--- config.mk ---
export PLATFORM = sky130hd
export DESIGN_NAME = dma_ptr_mgr
export DESIGN_NICKNAME = d
export VERILOG_FILES = /design/src/rtl/dma_ptr_pkg.sv /design/src/rtl/dma_ptr_dp.sv /design/src/rtl/dma_ptr_ctrl.sv /design/src/rtl/dma_ptr_mgr.sv
export SDC_FILE = /design/constraint.sdc
export NUM_CORES = 1
export LEC_CHECK = 0
export ABC_AREA = 1
export BUFFER_PORTS_ARGS = -buffer_cell sky130_fd_sc_hd__buf_2
export CAP_MARGIN = 20
export CORE_MARGIN = 10
export CORE_UTILIZATION = 55
export DETAILED_ROUTE_END_ITERATION = 8
export PLACE_DENSITY = 0.77
export SETUP_SLACK_MARGIN = 0.15
export SLEW_MARGIN = 20
export SYNTH_ARGS = -nofsm -noshare
export SYNTH_HDL_FRONTEND = slang
export SYNTH_SLANG_ARGS = --single-unit
--- constraint.sdc ---
create_clock -name clk -period 5.1 [get_ports clk]
set_clock_uncertainty 0.2 [all_clocks]
set_input_delay 0 -clock clk [delete_from_list [all_inputs] [get_ports clk]]
set_output_delay 0 -clock clk [all_outputs]
set_load 0.1 [all_outputs]
--- src/rtl/dma_ptr_pkg.sv ---
package dma_ptr_pkg;
  typedef enum logic [1:0] {ST_IDLE, ST_BYTE, ST_HALF} accState_t;

  // Strobes sent from the control to the pointer datapath
  typedef struct packed {
    logic writeNext;
    logic loadCur;
    logic stepByte;
    logic stepHalf;
  } ptrStrobe_t;

  localparam logic SEL_NEXT = 1'b0;
  localparam logic SEL_END  = 1'b1;
endpackage

--- src/rtl/dma_ptr_dp.sv ---
module dma_ptr_dp
  import dma_ptr_pkg::*;
#(
  parameter int ADDR_W = 16,
  parameter int LEN_W  = 8
) (
  input  logic              clk,
  input  logic              rstN,
  input  ptrStrobe_t        strobe,
  input  logic [ADDR_W-1:0] wrData,
  input  logic [LEN_W-1:0]  checkLen,
  input  logic              checkWide,
  output logic [ADDR_W-1:0] curPtr,
  output logic [ADDR_W-1:0] nextPtr,
  output logic              nextValid,
  output logic              rangeBad
);
  localparam int EXT_W = ADDR_W + LEN_W + 3;
  localparam logic [EXT_W-1:0] LIMIT = (EXT_W'(1) << ADDR_W) - EXT_W'(1);

  logic [EXT_W-1:0] spanBytes;
  logic [EXT_W-1:0] lastByte;

  always_comb begin
    spanBytes = (EXT_W'(checkLen) + EXT_W'(1)) * (checkWide ? EXT_W'(3) : EXT_W'(2));
    lastByte  = EXT_W'(nextPtr) + spanBytes - EXT_W'(1);
    rangeBad  = (lastByte >= LIMIT);
  end

  always_ff @(posedge clk) begin
    if (!rstN) begin
      nextPtr   <= '0;
      nextValid <= 1'b0;
    end else if (strobe.writeNext) begin
      nextPtr   <= wrData;
      nextValid <= |wrData;
    end else if (strobe.loadCur) begin
      nextPtr   <= '0;
      nextValid <= 1'b0;
    end
  end

  always_ff @(posedge clk) begin
    if (!rstN)                curPtr <= '0;
    else if (strobe.loadCur)  curPtr <= nextPtr;
    else if (strobe.stepByte) curPtr <= curPtr + ADDR_W'(1);
    else if (strobe.stepHalf) curPtr <= curPtr + ADDR_W'(2);
  end
endmodule

--- src/rtl/dma_ptr_ctrl.sv ---
module dma_ptr_ctrl
  import dma_ptr_pkg::*;
#(
  parameter int LEN_W = 8
) (
  input  logic             clk,
  input  logic             rstN,
  input  logic             wrEn,
  input  logic             wrSel,
  input  logic [LEN_W-1:0] wrLen,
  input  logic             mem24,
  input  logic             sampleReq,
  input  logic [2:0]       flagSet,
  input  logic [2:0]       flagClr,
  input  logic             nextValid,
  input  logic             rangeBad,
  output ptrStrobe_t       strobe,
  output logic [LEN_W-1:0] checkLen,
  output logic             checkWide,
  output logic             accValid,
  output logic             accSize,
  output logic             accLock,
  output logic             running,
  output logic             donePulse,
  output logic             doneIrq,
  output logic             ptrErr,
  output logic             rangeErr
);
  accState_t        state;
  logic [LEN_W-1:0] endIdx;
  logic [LEN_W-1:0] sampleIdx;
  logic             wideQ;

  logic ptrWrite, cfgWrite, cfgStart, cfgMiss;
  logic lastSample, boundaryOk, boundaryMiss, rangeHit;

  always_comb begin
    ptrWrite     = wrEn && (wrSel == SEL_NEXT);
    cfgWrite     = wrEn && (wrSel == SEL_END);
    cfgStart     = cfgWrite && (wrLen != '0) && nextValid;
    cfgMiss      = cfgWrite && (wrLen != '0) && !nextValid;
    lastSample   = (state == ST_HALF) && (sampleIdx == endIdx) && !cfgWrite;
    boundaryOk   = lastSample && nextValid;
    boundaryMiss = lastSample && !nextValid;

    strobe.writeNext = ptrWrite;
    strobe.loadCur   = cfgStart || boundaryOk;
    strobe.stepByte  = (state == ST_BYTE);
    strobe.stepHalf  = (state == ST_HALF) && !lastSample;

    checkLen  = cfgWrite ? wrLen : endIdx;
    checkWide = mem24;
    rangeHit  = strobe.loadCur && rangeBad;

    accValid = (state != ST_IDLE);
    accSize  = (state == ST_HALF);
    accLock  = (state == ST_BYTE) || ((state == ST_HALF) && wideQ);
  end

  always_ff @(posedge clk) begin
    if (!rstN) begin
      state     <= ST_IDLE;
      endIdx    <= '0;
      sampleIdx <= '0;
      wideQ     <= 1'b0;
      running   <= 1'b0;
    end else if (cfgWrite) begin
      endIdx    <= wrLen;
      sampleIdx <= '0;
      state     <= ST_IDLE;
      running   <= cfgStart && !rangeBad;
    end else begin
      unique case (state)
        ST_IDLE: if (sampleReq && running) begin
          state <= mem24 ? ST_BYTE : ST_HALF;
          wideQ <= mem24;
        end
        ST_BYTE: state <= ST_HALF;
        ST_HALF: begin
          state <= ST_IDLE;
          if (lastSample) begin
            sampleIdx <= '0;
            if (!nextValid || rangeBad) running <= 1'b0;
          end else begin
            sampleIdx <= sampleIdx + LEN_W'(1);
          end
        end
        default: state <= ST_IDLE;
      endcase
    end
  end

  // Flags: hardware set beats software clear; pointer write beats software set
  always_ff @(posedge clk) begin
    if (!rstN) begin
      donePulse <= 1'b0;
      doneIrq   <= 1'b0;
      ptrErr    <= 1'b0;
      rangeErr  <= 1'b0;
    end else begin
      donePulse <= boundaryOk;
      doneIrq   <= boundaryOk || (!ptrWrite && !flagClr[0] && (doneIrq || flagSet[0]));
      ptrErr    <= boundaryMiss || cfgMiss || flagSet[1] || (ptrErr && !flagClr[1]);
      rangeErr  <= rangeHit || flagSet[2] || (rangeErr && !flagClr[2]);
    end
  end
endmodule

--- src/rtl/dma_ptr_mgr.sv ---
module dma_ptr_mgr
  import dma_ptr_pkg::*;
#(
  parameter int ADDR_W = 16,
  parameter int LEN_W  = 8
) (
  input  logic              clk,
  input  logic              rstN,
  input  logic              wrEn,
  input  logic              wrSel,
  input  logic [ADDR_W-1:0] wrData,
  input  logic              mem24,
  input  logic              sampleReq,
  input  logic [2:0]        flagSet,
  input  logic [2:0]        flagClr,
  output logic [ADDR_W-1:0] curAddr,
  output logic              accValid,
  output logic              accSize,
  output logic              accLock,
  output logic [ADDR_W-1:0] nextPtrRd,
  output logic              running,
  output logic              donePulse,
  output logic              doneIrq,
  output logic              ptrErr,
  output logic              rangeErr
);
  ptrStrobe_t       strobe;
  logic [LEN_W-1:0] checkLen;
  logic             checkWide, nextValid, rangeBad;

  dma_ptr_ctrl #(.LEN_W(LEN_W)) u_ctrl (
    .clk(clk), .rstN(rstN), .wrEn(wrEn), .wrSel(wrSel),
    .wrLen(wrData[LEN_W-1:0]), .mem24(mem24), .sampleReq(sampleReq),
    .flagSet(flagSet), .flagClr(flagClr), .nextValid(nextValid),
    .rangeBad(rangeBad), .strobe(strobe), .checkLen(checkLen),
    .checkWide(checkWide), .accValid(accValid), .accSize(accSize),
    .accLock(accLock), .running(running), .donePulse(donePulse),
    .doneIrq(doneIrq), .ptrErr(ptrErr), .rangeErr(rangeErr)
  );

  dma_ptr_dp #(.ADDR_W(ADDR_W), .LEN_W(LEN_W)) u_dp (
    .clk(clk), .rstN(rstN), .strobe(strobe), .wrData(wrData),
    .checkLen(checkLen), .checkWide(checkWide), .curPtr(curAddr),
    .nextPtr(nextPtrRd), .nextValid(nextValid), .rangeBad(rangeBad)
  );
endmodule

==> impl_metrics.toml <==
[cells_and_area]
drive_above_1_share = 0.143
multi_input_area_sq_um = 3050
seqCellArea_sq_um = 1140
final_cell_mix = "nand2_1, inv_1, nor2_1"
areaGrowthSynthToFinish_pct = 22.1
post-route-util = 0.683
design_area_sq_um = 5870
fin_cells = 1002
fillers = 737
nets = 955
final_common_cell = "nand2_1"

[setup_path]
timing.reg2reg.worst_path_depth = 30
critPathSlowestCell = "dlygate4sd3_1"
startpoint_type = "primary input"
slowest_delay_ns = 0.52
crit_top_cell = "nand2_1"
crit_path_end_kind = "flop"
crit_arrival_ns = 4.62
cp.required_ns = 5.16
crit_type = "in -> reg"
crit_fanout = 19

[synthesis]
synthCells = 778
synthesis.area_sq_um = 4800
synth-simple-area-share = 0.385
synth_xor_area_frac = 0.0255
syn_nets = 846
synth.area.mux_share = 0.00208
synthArstFlopShare = 0
synth_seq_cells = 57
synth_top_family_by_area = "simple AND/OR/NAND/NOR gates"
synth-compound-area-share = 0.0966
synth-adder-area-share = 0.120
synth_edf_count = 0
synth.distinct_cells = 43
syn_area_per_cell_sq_um = 6.17
synth_ff_type = "dfxtp_1"
yosysSeqAreaShare = 0.238
ys_warn_count = 0

[timing]
maxSlewHeadroom = 0.628
period_needed_ns = 4.56
drv_slew = 0
setup_ws_ns = 0.537
fin_setup_tns_ns = 0
hold_violations = 1
setup_viol_count_final = 0
rsz0062_at_grt = "false"
hold_slack_ns = -0.00680
max_freq_ghz = 0.219
tightest_slew_ns = 0.553
period_share = 0.895

[cts]
htreeDepth = 3
cts_tree = "done"
cts_buffer_depth = 2
clk_latency_ns = 0.35
root_buffer = "clkbuf_8"
cts_buffers = 9
postCtsSetupRepairBufs = 0
clock_sinks = 57
cts.reportedPaths.clkPinSlew_ns = 0.07

[grt]
grt_max_degree = 29
gr-total-overflow = 0
grtUsageTotal = 0.221
grt_pass1_wl_mm = 23.8
grt_pass1_vias = 5106
antenna_found_initial = 1

[outcome]
outcome = "complete, but fails checks"
violations = "negative hold slack"

[run]
drv_cap = 0

[routing]
routed_wl_mm = 14.8
drc = 0
dr.pass1.iters = 6
drtAntennaViolNets = 0
vias_per_cell = 5.34
drtIter0Drc = 456
vias = 5352
wire_per_inst_um = 14.8

[die]
die_area_sq_um = 12900
placementRows = 34
fp.dieW_um = 113
die_y_um = 113
core_sq_um = 8590
initial_utilization = 0.559
pin_count = 68

[min_path]
whs_path_depth = 4
hold_path_class = "in -> reg"

[placed_design]
pre_cts_slack_ns = 0.684
hpwl_mm = 10.7
place_congestion = 0.908
place_inst = 941
dpl_cell_area_sq_um = 5180
io_buffer_count = 67

[pwr]
ir_drop_v = 0.000147
power_leakage_nw = 2.96
powerDensity_nw_per_um2 = 274
power_mw = 1.61
## registers in the layout, indices dropped and copies added (netlist names)
| register | flops |
|---|---|
| u_ctrl.doneIrq | 1 |
| u_ctrl.donePulse | 1 |
| u_ctrl.endIdx | 8 |
| u_ctrl.ptrErr | 1 |
| u_ctrl.rangeErr | 1 |
| u_ctrl.running | 1 |
| u_ctrl.sampleIdx | 8 |
| u_ctrl.state | 2 |
| u_ctrl.wideQ | 1 |
| u_dp.curPtr | 16 |
| u_dp.nextPtr | 16 |
| u_dp.nextValid | 1 |
## cells in the mapped netlist, types with 2 or more instances
cell type | instances | share of area
nand2_1 | 219 | 0.17
inv_1 | 134 | 0.10
nor2_1 | 94 | 0.073
dfxtp_1 | 57 | 0.24
nand3_1 | 50 | 0.052
a21oi_1 | 40 | 0.042
ha_1 | 30 | 0.078
o21ai_0 | 26 | 0.027
nand4_1 | 16 | 0.021
nand2_2 | 15 | 0.020
fa_1 | 10 | 0.042
o21ai_1 | 10 | 0.010
xor2_1 | 10 | 0.018
inv_2 | 9 | 0.0070
nor4_1 | 8 | 0.010
a21oi_2 | 6 | 0.011
nor3_1 | 5 | 0.0052
clkbuf_1 | 4 | 0.0031
xnor2_1 | 4 | 0.0073
buf_6 | 3 | 0.0070
and2_1 | 2 | 0.0026
buf_2 | 2 | 0.0021
nand2_4 | 2 | 0.0047
nor2_4 | 2 | 0.0047
nor3b_1 | 2 | 0.0031
## layout make-up
cell class | count | area share
Multi-Input combinational cell | 565 | 0.519
Sequential cell | 57 | 0.195
Timing Repair Buffer | 111 | 0.132
Inverter | 143 | 0.0915
Clock buffer | 11 | 0.0258
Tap cell | 108 | 0.0230
Clock inverter | 5 | 0.0132
Antenna cell | 2 | 0.000853
## per-layer routing
layer,wire length [um],up-vias,share of wire,track usage
li1,-,2652,-,-
met1,6190,2448,0.42,0.269
met2,6940,207,0.47,0.369
met3,1150,45,0.077,0.0425
met4,552,0,0.037,0.102
met5,0,-,0,0
## path summary, 6_finish.rpt
| check | endpoint | slack (ns) | startpoint |
|---|---|---|---|
| max reg2reg | u_ctrl.rangeErr | 0.63 | u_ctrl.endIdx[0] |
| min | u_ctrl.endIdx[0] | -0.007 | wrEn |
| min reg2reg | u_ctrl.wideQ | 0.25 | u_ctrl.wideQ |
| max | u_ctrl.rangeErr | 0.54 | wrSel |
## kinds of logic (layout without fill, tap and decap cells)
family                     count (synthesis)  count (layout)
DFF                                       57              57
buffers and inverters                    156             270
other                                      0               2
adders and majority gates                 40              40
muxes                                      1               1
AOI/OAI and AO/OA                         86              86
xor gates and xnor gates                  14              14
and+or+nand+nor                          424             424
## worst max-delay path, delay by kind of cell
| kind | cells | cell delay, ns |
|---|---|---|
| fa+ha+maj | 4 | 1.42 |
| buf+inv | 8 | 1.16 |
| compound gates | 3 | 0.61 |
| simple gates | 17 | 1.41 |
## timing repair
| item | CTS | global route |
|---|---|---|
| hold buffers | 42 | 1 |
| resized for setup | 0 | 4 |
| setup endpoints to repair | 0 | 2 |
| endpoints found under the hold margin | 47 | 1 |
## report_power, final
part / total, mW / internal [mW] / switching (mW)
Combinational: 0.626 / 0.206 / 0.421
Sequential: 0.479 / 0.460 / 0.0191
Clock: 0.502 / 0.300 / 0.201
Note: power is estimated with default switching activity, not from simulation.
